**src/rtl/pwm2ch_pkg.sv**
```systemverilog
package pwm2ch_pkg;
   // width of one byte-wide register field
   localparam int LO_W = 8;

   // address of the shared high byte for a given channel count
   function automatic int addr_hi(input int nch);
      return nch + 1;
   endfunction

   // address of the polarity byte for a given channel count
   function automatic int addr_pol(input int nch);
      return nch + 2;
   endfunction
endpackage

```
**src/rtl/pwm2ch_regs.sv**
```systemverilog
module pwm2ch_regs
   import pwm2ch_pkg::*;
#(
   parameter int RES = 10,
   parameter int CH  = 2,
   parameter int AW  = 3
) (
   input  logic              clk,
   input  logic              rst_n,
   input  logic              wr_en,
   input  logic [AW-1:0]     wr_addr,
   input  logic [LO_W-1:0]   wr_data,
   output logic [RES-1:0]    per_buf,
   output logic [CH*RES-1:0] duty_buf,
   output logic [CH-1:0]     pol
);
   localparam int HB    = RES - LO_W;
   localparam int A_HI  = addr_hi(CH);
   localparam int A_POL = addr_pol(CH);

   // elaboration-time parameter checks
   if (RES <= LO_W || RES > 2*LO_W) begin : g_bad_res
      $error("pwm2ch_regs: RES must lie between LO_W+1 and 2*LO_W");
   end
   if ((CH + 1) * HB > LO_W || CH > LO_W || CH < 1) begin : g_bad_ch
      $error("pwm2ch_regs: high fields or polarity bits do not fit one byte");
   end
   if ((1 << AW) < CH + 3) begin : g_bad_aw
      $error("pwm2ch_regs: address width too small for register map");
   end

   logic [LO_W-1:0] per_lo;
   logic [HB-1:0]   per_hi;

   always_ff @(posedge clk or negedge rst_n) begin
      if (!rst_n) begin
         per_lo <= '1;
         per_hi <= '1;
      end else begin
         if (wr_en && wr_addr == AW'(0))     per_lo <= wr_data;
         if (wr_en && wr_addr == AW'(A_HI))  per_hi <= wr_data[HB-1:0];
      end
   end
   assign per_buf = {per_hi, per_lo};

   for (genvar c = 0; c < CH; c++) begin : g_duty
      logic [LO_W-1:0] d_lo;
      logic [HB-1:0]   d_hi;
      always_ff @(posedge clk or negedge rst_n) begin
         if (!rst_n) begin
            d_lo <= '1;
            d_hi <= '1;
         end else begin
            if (wr_en && wr_addr == AW'(c + 1)) d_lo <= wr_data;
            if (wr_en && wr_addr == AW'(A_HI))  d_hi <= wr_data[(c+1)*HB +: HB];
         end
      end
      assign duty_buf[c*RES +: RES] = {d_hi, d_lo};
   end

   always_ff @(posedge clk or negedge rst_n) begin
      if (!rst_n)                              pol <= '0;
      else if (wr_en && wr_addr == AW'(A_POL)) pol <= wr_data[CH-1:0];
   end
endmodule

```
**src/rtl/pwm2ch_cnt.sv**
```systemverilog
module pwm2ch_cnt #(
   parameter int RES = 10
) (
   input  logic           clk,
   input  logic           rst_n,
   input  logic           en,
   input  logic [RES-1:0] per_buf,
   output logic [RES-1:0] cnt,
   output logic [RES-1:0] per_act,
   output logic           load
);
   logic at_end;
   assign at_end = (cnt == per_act);
   // copy buffers at wrap, or continuously while the timer owns the counter
   assign load   = !en || at_end;

   always_ff @(posedge clk or negedge rst_n) begin
      if (!rst_n) begin
         cnt     <= '0;
         per_act <= '1;
      end else begin
         if (load) per_act <= per_buf;
         if (load) cnt     <= '0;
         else      cnt     <= cnt + 1'b1;
      end
   end
endmodule

```
**src/rtl/pwm2ch_chan.sv**
```systemverilog
module pwm2ch_chan #(
   parameter int RES = 10
) (
   input  logic           clk,
   input  logic           rst_n,
   input  logic           en,
   input  logic           load,
   input  logic [RES-1:0] duty_buf,
   input  logic [RES-1:0] cnt,
   input  logic           pol,
   output logic [RES-1:0] duty_act,
   output logic           out
);
   logic active;

   always_ff @(posedge clk or negedge rst_n) begin
      if (!rst_n)    duty_act <= '1;
      else if (load) duty_act <= duty_buf;
   end

   assign active = en && (cnt < duty_act);
   assign out    = active ? pol : ~pol;
endmodule

```
**src/rtl/pwm2ch_top.sv**
```systemverilog
module pwm2ch_top
   import pwm2ch_pkg::*;
#(
   parameter int RES = 10,
   parameter int CH  = 2,
   parameter int AW  = 3
) (
   input  logic            clk,
   input  logic            rst_n,
   input  logic            pwm_en,
   input  logic            wr_en,
   input  logic [AW-1:0]   wr_addr,
   input  logic [LO_W-1:0] wr_data,
   output logic [CH-1:0]   pwm_out
);
   logic [RES-1:0]    per_buf;
   logic [CH*RES-1:0] duty_buf;
   logic [CH-1:0]     pol_q;
   logic [RES-1:0]    cnt;
   logic [RES-1:0]    per_act;
   logic              load;
   logic [CH*RES-1:0] duty_act;

   pwm2ch_regs #(.RES(RES), .CH(CH), .AW(AW)) i_regs (
      .clk      (clk),
      .rst_n    (rst_n),
      .wr_en    (wr_en),
      .wr_addr  (wr_addr),
      .wr_data  (wr_data),
      .per_buf  (per_buf),
      .duty_buf (duty_buf),
      .pol      (pol_q)
   );

   pwm2ch_cnt #(.RES(RES)) i_cnt (
      .clk     (clk),
      .rst_n   (rst_n),
      .en      (pwm_en),
      .per_buf (per_buf),
      .cnt     (cnt),
      .per_act (per_act),
      .load    (load)
   );

   for (genvar c = 0; c < CH; c++) begin : g_ch
      pwm2ch_chan #(.RES(RES)) i_chan (
         .clk      (clk),
         .rst_n    (rst_n),
         .en       (pwm_en),
         .load     (load),
         .duty_buf (duty_buf[c*RES +: RES]),
         .cnt      (cnt),
         .pol      (pol_q[c]),
         .duty_act (duty_act[c*RES +: RES]),
         .out      (pwm_out[c])
      );
   end
endmodule

```
**config.mk**
```make
export PLATFORM = sky130hd
export DESIGN_NAME = pwm2ch_top
export DESIGN_NICKNAME = d
export VERILOG_FILES = /design/src/rtl/pwm2ch_pkg.sv /design/src/rtl/pwm2ch_regs.sv /design/src/rtl/pwm2ch_cnt.sv /design/src/rtl/pwm2ch_chan.sv /design/src/rtl/pwm2ch_top.sv
export SDC_FILE = /design/constraint.sdc
export NUM_CORES = 1
export LEC_CHECK = 0
export ABC_AREA = 0
export BUFFER_PORTS_ARGS = -buffer_cell sky130_fd_sc_hd__buf_2
export CAP_MARGIN = 20
export CORE_UTILIZATION = 44
export CTS_BUF_LIST = sky130_fd_sc_hd__clkbuf_16
export CTS_CLUSTER_DIAMETER = 60
export DETAILED_ROUTE_END_ITERATION = 12
export PLACE_DENSITY_LB_ADDON = 0.08
export SKIP_CTS_REPAIR_TIMING = 1
export SLEW_MARGIN = 10
export SYNTH_ARGS = -nofsm -noshare
export SYNTH_HDL_FRONTEND = slang
export SYNTH_HIERARCHICAL = 1
export SYNTH_SLANG_ARGS = --single-unit
```
**constraint.sdc**
```tcl
create_clock -name clk -period 2.3 [get_ports clk]
set_input_delay 0.575 -clock clk [delete_from_list [all_inputs] [get_ports clk]]
set_output_delay 0.575 -clock clk [all_outputs]
set_load 0.02 [all_outputs]
```
=== Word level (Yosys, flattened, before mapping) ===
Cells that the tools add are included.
W data, S select, Z words.

* Shifts and indexed selects: 0
* $add $sub $neg: 1
* $lt $le $gt $ge: 2
* Multipliers: 0
* Bitwise gates (word level): 2
* Equality and inequality tests: 5
* Divide/modulo/power cells: 0
* Reduce and logical (&&, ||, !) cells: 10
* Multiplexer cells: 3

{| class="wikitable"
|+ Operator list
! kind !! count
|-
| $lt A10 B10 Y1 || 2
|-
| $add A10 B1 Y10 const B || 1
|-
| $eq A10 B10 Y1 || 1
|-
| $mux W10 || 1
|-
| $logic_and A1 B1 Y1 || 7
|-
| $eq A3 B2 Y1 const B || 2
|-
| $eq A3 B1 Y1 const B || 1
|-
| $eq A3 B3 Y1 const B || 1
|-
| $logic_not A3 Y1 || 1
|-
| $mux W1 || 2
|-
| $not A1 Y1 || 2
|-
| $logic_not A1 Y1 || 1
|-
| $logic_or A1 B1 Y1 || 1
|}

* Register bits: 72
* Bits of input ports: 15
* Memories kept: 0
* Word-level logic and storage cells: 34
* Bits in read-only memories: 0
* Bits in latches: 0
* RAM bits: 0
* Output and inout port bits: 2

=== Depth between registers and ports, before layout ===
* Depth after elaboration: 3
* Gate-level depth with buffers: 9
* Depth with buffers taken out: 7

=== Modules after synthesis ===
The synthesis kept the hierarchy.

{| class="wikitable"
|+ Modules (own cells, without submodules)
! module !! cells an instance !! instances !! area each (um^2)
|-
| pwm2ch_regs || 71 || 1 || 1,273.7
|-
| pwm2ch_chan || 64 || 2 || 601.8
|-
| pwm2ch_cnt || 78 || 1 || 945.9
|}

=== Worst setup path before layout ===
OpenSTA, ideal clock, no wires.

* Path kind: flip-flop to output port
* Start: reg g_ch[0].i_chan.duty_act[9]
* End: out pwm_out[0]
* Data arrival time: 1.696 ns
* Required time: 1.725 ns
* Path slack: 0.029 ns
* Path buffers: 0
* Cell stages (with the launch flop): 7
* Cell sequence: dfstp_2 > inv_1 > ha_1 > nand4_1 > o311ai_1 > nor3_2 > xnor2_1

* Word-level cells in the longest chain between the ends: 3

{| class="wikitable"
|+ Ends and longest elaborated chain
! element !! line !! source
|-
| start, declared || pwm2ch_chan.sv:11 || <nowiki>output logic [RES-1:0] duty_act,</nowiki>
|-
| start signal, assigned || pwm2ch_chan.sv:18 || <nowiki>else if (load) duty_act <= duty_buf;</nowiki>
|-
| $lt A10 B10 Y1 || pwm2ch_chan.sv:21 || <nowiki>assign active = en && (cnt < duty_act);</nowiki>
|-
| $logic_and A1 B1 Y1 || pwm2ch_chan.sv:21 ||
|-
| $mux W1 || pwm2ch_chan.sv:22 || <nowiki>assign out = active ? pol : ~pol;</nowiki>
|-
| end, declared || pwm2ch_top.sv:14 || <nowiki>output logic [CH-1:0] pwm_out</nowiki>
|}

No other way between the ends.

=== Worst setup path in the final report ===
* Start: reg g_ch[0].i_chan.duty_act[5]
* End: out pwm_out[0]

Same word-level chain as after synthesis.

==> metrics.cfg <==
[setup_path]
crit_type=reg -> out
crit_fanout=2
endpoint_kind=output pin
cp-start-kind=flop
crit_end=pwm_out[0]
crit_slowest_cell=dfstp_2
worstPathRequired_ns=1.73
rrSetupSlack_ns=0.12
slowest_delay_ns=0.51
r2r-end=i_cnt/per_act[6]
crit_arrival_ns=2.12
worstReg2RegStart=i_cnt/cnt[4]
r2r_cells=6
crit_start=g_ch[0].i_chan/duty_act[5]
crit_path_cell_trace=inv_1, ha_4, nand4_1, o311ai_2, nor3_2, xnor2_1, buf_4

[timing]
finalCriticalPeriod_ns=2.692
grt_setup_unrepaired=yes
worst_pin_slew_ns=0.6018
fmax_mhz=371.5
finalSetupViolations=2
hold_viol=0
finClkSkew_ns=0.007645
hold_slack_ns=0.2497
layout_setup_ws_ns=-0.3916
finalMaxSlewViolations=0
finalCritPeriodShare=1.170
relSlewSlack=0.5971

[floorplanning]
fp.dieW_um=90.21
rows=31
core_area_sq_um=7370
ioPinCount=17
die_h_um=90.21
die_area_sq_um=8137
start_util=0.4645

[place]
dp.cells=409
portBuffers=16
place_area_sq_um=3817
place.gp.congestion=0.7901
pre_cts_ws_ns=-0.08846
hpwlAfterDp_mm=4.900

[clock_network]
clk_latency_ns=0.33
clockBufferDepth=2
clkTransAtPathRegs_ns=0.06
cts_sinks=72
htreeDepth=3
numCtsBuffers=9
cts_root_buf=clkbuf_16
cts_tree=built

[logic_synthesis]
synth_edf_count=0
synthCells=277
syn_area_sq_um=3423
synthMostInstantiatedCell=dfstp_2
synth_cell_types=30
ys.warnings.count=6
synth.largest_area_cell=dfstp_2
synth_top_cells_by_area=dfstp_2 (46%), mux2_2 (14%), dfrtp_1 (8.8%)
ys_ff_latch=72
ys_top_cells_by_count=dfstp_2 (60), mux2_2 (44), inv_1 (23)
synth_top_area_frac=0.4605
seq_area_frac_synth=0.5482
synthArstFlopShare=1.000
avgSynthCellArea_sq_um=12.36
syn-num-nets=311
synth_top_flop_cell=dfstp_2

[route]
first_pass_iters=4
postRouteAntennaNets=0
drc=0
viasPerCell=5.171
wirelength_mm=7.641
dr.first_iter.drc_count=116
wire_per_inst_um=17.94
vias=2203

[power]
p_leak_nw=1.770
ir_drop_uv=518.5
powerDensity_nw_per_um2=923.5

[global_route]
grt_usage=0.1951
grt_max_degree=73
grt_pass1_vias=2233
overflow=0
antenna_found_initial=0
grt_pass1_wl_mm=11.72

[finish]
final_cells=426
diodes=0
nets=356
area_growth_pct=28.47
design_area_sq_um=4398
drive_gt1_frac=0.6208
final_core_util=0.5968

[hold_path]
holdCritPathClass=in -> async

[flow_run]
drv_cap=0

[run_status]
violations=setup timing
status=complete, but fails checks

-- sequential cells by signal (all words and copies together), names as in the netlist --
| signal | count |
|---|---|
| i_cnt/per_act | 10 |
| i_regs/pol | 2 |
| g_ch.i_chan/duty_act | 20 |
| i_regs/per_hi | 2 |
| i_regs/g_duty.d_lo | 16 |
| i_cnt/cnt | 10 |
| i_regs/g_duty.d_hi | 4 |
| i_regs/per_lo | 8 |
-- worst max-delay path: cells and delay by family (launching register included) --
| kind | cells | cell delay, ns |
|---|---|---|
| adder cells (fa/ha/maj) | 1 | 0.27 |
| buffers and inverters | 2 | 0.24 |
| AO/OA/AOI/OAI | 1 | 0.33 |
| flip-flops | 1 | 0.51 |
| AND/OR/NAND/NOR | 2 | 0.26 |
| XOR/XNOR | 1 | 0.18 |
-- cell type report --
type                       instances  area, sq um
multi-input combinational        174         1698
tap                               99        123.9
inverter                          23        86.33
fill                             619         2972
timing repair buffer              42        305.3
sequential                        72         1878
clock inverter                     7        81.33
clock buffer                       9        225.2
-- logic make-up (layout without fill, tap and decap cells) --
kind of cell / count (synthesis) / after routing / share of synthesized area
adders and majority gates: 19 / 19 / 0.06945
buffers and inverters: 31 / 81 / 0.03874
DFF: 72 / 72 / 0.5482
AOI/OAI and AO/OA: 33 / 33 / 0.05665
and+or+nand+nor: 58 / 58 / 0.09101
muxes: 44 / 44 / 0.1447
xor gates and xnor gates: 20 / 20 / 0.05117
-- how the worst min path moves through the flow --
stage | start | end | slack (ns)
global route | rst_n | i_cnt/cnt[3] | 0.31
detailed placement | i_regs/g_duty[0].d_lo[6] | g_ch[0].i_chan/duty_act[6] | 0.47
CTS | rst_n | i_cnt/cnt[3] | 0.28
floorplan | rst_n | i_cnt/cnt[0] | 0.28
global placement | i_regs/g_duty[0].d_lo[6] | g_ch[0].i_chan/duty_act[6] | 0.47
finish | rst_n | i_cnt/cnt[3] | 0.25
-- metrics by stage --
| stage | setup TNS (ns) | total power, mW |
|---|---|---|
| 3_3_place_gp | -0.1312 | 2.509 |
| 4_1_cts | -0.8660 | 3.991 |
| 6_report | -0.7360 | 4.062 |
| 5_1_grt | -0.8819 | 4.276 |
| 2_1_floorplan | 0 | 2.250 |
| 3_5_place_dp | -0.1064 | 2.535 |
-- power by group --
group / total [mW] / leakage (nW) / switching (mW) / internal, mW
combinational: 0.787 / 0.818 / 0.384 / 0.403
sequential: 1.84 / 0.789 / 0.144 / 1.70
clock: 1.43 / 0.163 / 0.502 / 0.933
-- cell usage in the layout (no fill, tap or decap), types with 11 or more instances in the layout --
cell type  instances
dfstp_2           60
nand2_1           20
buf_4             26
nor2_1            13
ha_4              16
inv_2             14
dfrtp_1           11
buf_2             14
xnor2_1           16
o21ai_0           20
mux2_2            44
inv_1             12
-- layer usage --
metal  up-vias  share of wire  global-route usage  wire [um]
met2        35           0.49              0.2971       3736
met3         7          0.032             0.05415        246
met1      1111           0.47              0.2685       3561
met5         -              0                   0          0
li1       1050              -                   -          -
met4         0          0.013             0.06452         97
Note: power is estimated with default switching activity, not from simulation.
